$ cat src/rtl/echo_pkg.sv
package echo_pkg;
  typedef enum logic [1:0] {
    CHK_OFF  = 2'b00,
    CHK_RISE = 2'b01,
    CHK_FALL = 2'b10,
    CHK_RSVD = 2'b11
  } chk_mode_e;

  localparam int unsigned ERR_BIT  = 3;
  localparam int unsigned MODE_LSB = 1;
endpackage

$ cat src/rtl/echo_fifo.sv
module echo_fifo #(
  parameter int unsigned DW    = 8,
  parameter int unsigned DEPTH = 4
) (
  input  logic          clk_i,
  input  logic          rst_ni,
  input  logic          flush_i,
  input  logic          push_i,
  input  logic [DW-1:0] push_data_i,
  input  logic          pop_i,
  output logic [DW-1:0] head_o,
  output logic          empty_o,
  output logic          full_o
);
  localparam int unsigned AW = (DEPTH > 1) ? $clog2(DEPTH) : 1;
  localparam int unsigned CW = $clog2(DEPTH + 1);

  logic [DW-1:0] mem_q [DEPTH];
  logic [AW-1:0] wr_ptr_q, rd_ptr_q;
  logic [CW-1:0] cnt_q;
  logic          push_ok, pop_ok;

  assign empty_o = (cnt_q == '0);
  assign full_o  = (cnt_q == CW'(DEPTH));
  assign push_ok = push_i && !full_o;
  assign pop_ok  = pop_i && !empty_o;
  assign head_o  = mem_q[rd_ptr_q];

  function automatic logic [AW-1:0] ptr_inc(input logic [AW-1:0] p);
    return (p == AW'(DEPTH - 1)) ? '0 : p + AW'(1);
  endfunction

  always_ff @(posedge clk_i or negedge rst_ni) begin
    if (!rst_ni) begin
      wr_ptr_q <= '0;
      rd_ptr_q <= '0;
      cnt_q    <= '0;
    end else if (flush_i) begin
      wr_ptr_q <= '0;
      rd_ptr_q <= '0;
      cnt_q    <= '0;
    end else begin
      if (push_ok) wr_ptr_q <= ptr_inc(wr_ptr_q);
      if (pop_ok)  rd_ptr_q <= ptr_inc(rd_ptr_q);
      case ({push_ok, pop_ok})
        2'b10:   cnt_q <= cnt_q + CW'(1);
        2'b01:   cnt_q <= cnt_q - CW'(1);
        default: cnt_q <= cnt_q;
      endcase
    end
  end

  for (genvar g = 0; g < DEPTH; g++) begin : g_slot
    always_ff @(posedge clk_i or negedge rst_ni) begin
      if (!rst_ni)                                     mem_q[g] <= '0;
      else if (push_ok && !flush_i && wr_ptr_q == AW'(g)) mem_q[g] <= push_data_i;
    end
  end

  AST_NO_OVERFLOW: assert property (@(posedge clk_i) disable iff (!rst_ni)
    cnt_q <= CW'(DEPTH));
  AST_FULL_DROP: assert property (@(posedge clk_i) disable iff (!rst_ni)
    (full_o && push_i && !pop_i && !flush_i) |=> full_o);
  AST_FLUSH_EMPTY: assert property (@(posedge clk_i) disable iff (!rst_ni)
    flush_i |=> empty_o);
endmodule

$ cat src/rtl/echo_status.sv
module echo_status
  import echo_pkg::*;
(
  input  logic       clk_i,
  input  logic       rst_ni,
  input  logic       we_i,
  input  logic [7:0] wdata_i,
  input  logic       err_evt_i,
  output chk_mode_e  mode_o,
  output logic       err_o
);
  logic clr;

  assign clr = we_i && wdata_i[ERR_BIT];

  always_ff @(posedge clk_i or negedge rst_ni) begin
    if (!rst_ni) begin
      mode_o <= CHK_OFF;
      err_o  <= 1'b0;
    end else begin
      if (we_i) mode_o <= chk_mode_e'(wdata_i[MODE_LSB +: 2]);
      // set wins over clear
      err_o <= err_evt_i || (err_o && !clr);
    end
  end

  AST_ERR_SET: assert property (@(posedge clk_i) disable iff (!rst_ni)
    err_evt_i |=> err_o);
  AST_ERR_CLR: assert property (@(posedge clk_i) disable iff (!rst_ni)
    (clr && !err_evt_i) |=> !err_o);
  AST_ERR_HOLD: assert property (@(posedge clk_i) disable iff (!rst_ni)
    (err_o && !clr) |=> err_o);
endmodule

$ cat src/rtl/echo_verify.sv
module echo_verify
  import echo_pkg::*;
#(
  parameter int unsigned DW    = 8,
  parameter int unsigned DEPTH = 4
) (
  input  logic          clk_i,
  input  logic          rst_ni,
  input  logic          tx_valid_i,
  input  logic [DW-1:0] tx_data_i,
  input  logic          rx_valid_i,
  input  logic [DW-1:0] rx_data_i,
  input  logic          rx_par_err_i,
  input  logic          rx_frm_err_i,
  input  logic          reg_we_i,
  input  logic [7:0]    reg_wdata_i,
  output logic [7:0]    reg_rdata_o,
  output logic          sample_en_o,
  output logic          sample_inv_o,
  output logic          irq_o
);
  chk_mode_e     mode;
  logic          err;
  logic          active;
  logic [DW-1:0] head;
  logic          empty, full;
  logic          rx_chk, err_evt;

  assign active = (mode == CHK_RISE) || (mode == CHK_FALL);
  assign rx_chk = active && rx_valid_i;
  assign err_evt = rx_chk &&
                   (empty || (head != rx_data_i) || rx_par_err_i || rx_frm_err_i);

  echo_fifo #(.DW(DW), .DEPTH(DEPTH)) u_fifo (
    .clk_i       (clk_i),
    .rst_ni      (rst_ni),
    .flush_i     (!active),
    .push_i      (active && tx_valid_i),
    .push_data_i (tx_data_i),
    .pop_i       (rx_chk),
    .head_o      (head),
    .empty_o     (empty),
    .full_o      (full)
  );

  echo_status u_status (
    .clk_i     (clk_i),
    .rst_ni    (rst_ni),
    .we_i      (reg_we_i),
    .wdata_i   (reg_wdata_i),
    .err_evt_i (err_evt),
    .mode_o    (mode),
    .err_o     (err)
  );

  always_comb begin
    reg_rdata_o                   = '0;
    reg_rdata_o[ERR_BIT]          = err;
    reg_rdata_o[MODE_LSB +: 2]    = mode;
  end

  assign sample_en_o  = active;
  assign sample_inv_o = (mode == CHK_FALL);
  assign irq_o        = err;

  AST_EDGE_SEL: assert property (@(posedge clk_i) disable iff (!rst_ni)
    sample_inv_o |-> sample_en_o);
  AST_IDLE_QUIET: assert property (@(posedge clk_i) disable iff (!rst_ni)
    (!sample_en_o && !irq_o && !(reg_we_i && reg_wdata_i[MODE_LSB +: 2] != 2'b00
      && reg_wdata_i[MODE_LSB +: 2] != 2'b11)) |=> !irq_o);
  AST_IRQ_SET: assert property (@(posedge clk_i) disable iff (!rst_ni)
    (sample_en_o && rx_valid_i && (rx_par_err_i || rx_frm_err_i)) |=> irq_o);
endmodule

$ cat config.mk
export PLATFORM = sky130hd
export DESIGN_NAME = echo_verify
export DESIGN_NICKNAME = d
export VERILOG_FILES = /design/src/rtl/echo_pkg.sv /design/src/rtl/echo_fifo.sv /design/src/rtl/echo_status.sv /design/src/rtl/echo_verify.sv
export SDC_FILE = /design/constraint.sdc
export NUM_CORES = 1
export LEC_CHECK = 0
export ABC_AREA = 1
export BUFFER_PORTS_ARGS = -buffer_cell sky130_fd_sc_hd__buf_2
export CORE_MARGIN = 4
export CORE_UTILIZATION = 49
export CTS_CLUSTER_DIAMETER = 30
export DETAILED_ROUTE_END_ITERATION = 7
export PLACE_DENSITY = 0.71
export SLEW_MARGIN = 20
export SYNTH_ARGS = -nofsm -noshare
export SYNTH_HDL_FRONTEND = slang
export SYNTH_HIERARCHICAL = 1
export SYNTH_SLANG_ARGS = --single-unit
$ cat constraint.sdc
create_clock -name clk_i -period 3.2 [get_ports clk_i]
set_input_delay 0.96 -clock clk_i [delete_from_list [all_inputs] [get_ports clk_i]]
set_output_delay 0.96 -clock clk_i [all_outputs]
set_load 0.005 [all_outputs]
# == After elaboration in Yosys (flattened, before gate mapping) ==
# Cells that the tools add are included.
# totals
register_bits,42
latch_bits,0
mem_bits_rw,0
mem_bits_ro,0
inputBits,31
out_inout_bits,11
elab_cells,61
n_memories,0
# classes
add_sub_neg,4
mul,0
div_mod_pow,0
order_cmp,1
n_eq_ne,13
shifts,0
mux,11
bitwise_logic,1
n_reduce_logical,22
# ops
operator,count
8-bit binary-select mux with 2-bit select,1
8-bit 2-to-1 mux,2
1-bit logical AND,12
2-bit 2-to-1 mux,6
"2-bit equality test, second input constant",5
8-bit inequality test,1
"2-bit by 1-bit equality test with 1-bit output, second input constant",3
3-bit one-hot mux with 2 select lines,1
1-bit logical OR,5
"2-bit by 1-bit adder with 2-bit output, second input constant",2
"2-bit by 1-bit inequality test with 1-bit output, second input constant",2
"3-bit by 1-bit adder with 3-bit output, second input constant",1
"3-bit equality test, second input constant",1
"3-bit >= comparator, second input constant",1
1-bit logical NOT,3
3-bit logical NOT,1
3-bit 2-to-1 mux,1
"3-bit by 1-bit inequality test with 1-bit output, second input constant",1
2-bit NOT with 3-bit output,1
"3-bit by 1-bit subtractor with 3-bit output, second input constant",1
2-bit logical NOT,1

# == Depth between registers and ports, before layout ==
# logic_depth
ltp_word,10
depth_mapped,16
depth_no_buf,16

# == Modules after synthesis ==
# Netlist, hierarchy kept.
# modules_own_cells
mod,instances,cells_each,area_per_inst_um2,seq_area_each_um2
echo_fifo,1,217,1973.1,975.9
echo_verify,1,52,251.5,0.0
echo_status,1,13,115.1,75.1

# == Worst setup path after synthesis ==
# Ideal clock, no wire load.
# synth_timing
path_type,input -> register
from,in tx_valid_i
to,reg u_fifo.cnt_q[2]
setup_time_ns,0.118
arrival_time_ns,2.199
setup_slack_ns,0.883
stages,12
path_cell_list,inv_1 > nor2_1 > nand2_4 > nand2_2 > inv_1 > fa_1 > xnor2_1 > inv_1 > nand2_1 > nand2_1 > nand3_1 > nand2_1
# synth_via
elab_chain_len,5
# synth_rtl
item,line,text
from (decl),echo_verify.sv:9,"input logic tx_valid_i,"
1-bit logical AND *,echo_verify.sv:38,".push_i (active && tx_valid_i),"
1-bit logical AND *,echo_fifo.sv:25,assign push_ok = push_i && !full_o;
2-bit by 1-bit equality test with 1-bit output or 2-bit equality test (tied branches),echo_fifo.sv:45,"case ({push_ok, pop_ok})"
3-bit one-hot mux with 2 select lines,echo_fifo.sv:45,
3-bit 2-to-1 mux,echo_fifo.sv:38,end else if (flush_i) begin
to (signal assigned),echo_fifo.sv:46,2'b10: cnt_q <= cnt_q + CW'(1);
to (signal assigned),echo_fifo.sv:47,2'b01: cnt_q <= cnt_q - CW'(1);
to (signal assigned),echo_fifo.sv:48,default: cnt_q <= cnt_q;
to (decl),echo_fifo.sv:20,logic [CW-1:0] cnt_q;
# Every way passes the cells marked *; elsewhere a longest branch is shown, timed or not.
# A chain may end at the register's enable or synchronous reset.

# == Final worst setup path ==
# layout_timing
from,reg u_status.mode_o[0]
to,out sample_en_o
# layout_via
elab_chain_len,2
# layout_rtl
item,line,text
from (decl),echo_status.sv:9,"output chk_mode_e mode_o,"
from (signal assigned),echo_status.sv:21,if (we_i) mode_o <= chk_mode_e'(wdata_i[MODE_LSB +: 2]);
2-bit by 1-bit equality test with 1-bit output or 2-bit equality test (tied branches),echo_verify.sv:29,assign active = (mode == CHK_RISE) || (mode == CHK_FALL);
1-bit logical OR *,echo_verify.sv:29,
to (decl),echo_verify.sv:18,"output logic sample_en_o,"
# Marks and branches as above.

==> metrics.txt <==
outcome=completed; commonest non-fill, non-tap cell in the layout=nand2_1; clk buf depth=2; CTS sink cnt=42; final cell count without fillers=364; Min Hold Slack=486 ps; Final Max Tran Viols=0; share of layout cells above drive strength 1=a little under a quarter; R2R setup slack=about 880 ps; placed cell area=~2500 um2; Die Span Y=77.0 um; CTS root buffer=clkbuf_8; Finish-stage setup viols=0; Core Area=~4500 um2; Hold Violations, Final=0; CTS tree=done; Critical Path RT=2240 ps; Finished Core Util=57.3%; crit-path max FO=5; Final Total Pwr=1.63 mW; Power Density=637 nW/um2; Register-to-Register Path Depth=13; pin slew with the least headroom to its limit=941 ps; crit path launch type=register; Syn Inst Count=281; Vias per Instance=5.03; die area=5940 um2; FF/Latch Area=~1100 um2; Detail Route Antenna Nets=0; setup bufs post-CTS=0; total grt overflow=0; slew margin rel.=37.3%; worst r2r src=u_status/mode_o[0]; drt wl/cell=12.6 um; post-route cell area=2560 um2; Worst Setup SP=u_status/mode_o[0]; initial antenna violation count=0; final wirelength=4580 um; Total Routing Usage GR=16.7%; cts bufs inserted=5; Initial DRT Pass Iterations=4; Port Buf Inserts=31; starting density of the core=52.2%; Setup crit end=sample_en_o; Ys Warns=6; largest net degree at the start of global routing=43; commonest cells after routing, fill and taps aside=66 x nand2_1, 42 x dfrtp_1, 37 x inv_1, 31 x buf_2, 25 x nor2_1; Min-Delay Path Class=reg2reg; endpoint type of the worst setup path=primary output; die width=77.0 um; RSZ-0062 raised after global routing=false; via count=1830; Tcrit/Tclk final=73.7%; Iteration-0 DRC Markers=99; Max Clock Skew=10.1 ps; CP arrival=approximately 1400 ps; Cell Rows=24; Worst-Skew Late Latency=290 ps; number of top-level pins=42; GPL Wtd Cong=between 0.8 and 0.9; CTS clk-pin slew, worst paths=80 ps; R2R Path End=u_fifo/cnt_q[2]; drt drc=0; Max Fclk=0.424 GHz; H-tree depth=2; P_leak=approximately 1.4 nW; diode count=0; Setup WS pre-CTS=712 ps; multi-input logic area=1060 um2; Mapped Avg Cell Area=8.31 um2; NumNets Final=349; first-pass GRT wire length=7910 um; TNS Setup=0 ps; WS Path Type=reg2out; DP HPWL=3190 um; Placed Instances=356; post-CTS sizing=0; worst vdd ir=0.345 mV; Final Critical Period=between 2000 and 2500 ps; max cap viols=0; # hold bufs at CTS=0; Layout area overhead=9.80%; worst setup margin=842 ps; FILL cells=413; Synth Cell Area=2340 um2; vias in the first global route=1754
per-layer routing:
layer,wire [um],GRT usage [%],up-vias,part of all wire (%)
li1,-,-,940,-
met1,2140,20.9,838,47
met2,2120,28.7,47,46
met3,278,3.98,5,6.1
met4,43,4.80,0,0.94
met5,0,0,-,0
power by group:
group | total, mW | internal [mW] | leakage, nW | switching, mW
sequential | 0.761 | 0.677 | 0.556 | 0.0847
combinational | 0.531 | 0.221 | 0.801 | 0.310
clock | 0.342 | 0.153 | 0.0441 | 0.189
total | 1.63 | 1.05 | 1.40 | 0.583
worst max-delay path, cell delays in order, from the launching register on:
cell and delay [ps]:
dfrtp_1 370, inv_1 50, ha_1 460, inv_1 90
buf_2 140
worst min path at each step:
| stage | from | to | slack, ps | cells past startpoint |
|---|---|---|---|---|
| 6_report | u_fifo/mem_q[20] | u_fifo/mem_q[20] | 490 | 2 |
| 5_1_grt | u_fifo/mem_q[21] | u_fifo/mem_q[21] | 500 | 2 |
| 4_1_cts | u_fifo/mem_q[11] | u_fifo/mem_q[11] | 490 | 2 |
| 3_5_place_dp | u_fifo/mem_q[11] | u_fifo/mem_q[11] | 460 | 2 |
| 3_3_place_gp | u_fifo/mem_q[18] | u_fifo/mem_q[18] | 460 | 2 |
| 2_1_floorplan | u_fifo/mem_q[10] | u_fifo/mem_q[10] | 450 | 2 |
sequential cells by signal, summed over array words and instances, names as in the netlist:
| signal | cells |
|---|---|
| u_status/mode_o | 2 |
| u_fifo/wr_ptr_q | 2 |
| u_status/err_o | 1 |
| u_fifo/mem_q | 32 |
| u_fifo/cnt_q | 3 |
| u_fifo/rd_ptr_q | 2 |
cell type report:
type,count,area share (%)
clock buffers,5,2.68
clock inverters,3,0.829
inverters,37,5.41
multi-input cells,193,41.2
flip-flops and latches,42,41.0
well taps,52,2.54
repair buffers,32,6.34
Note: power is estimated with default switching activity, not from simulation.
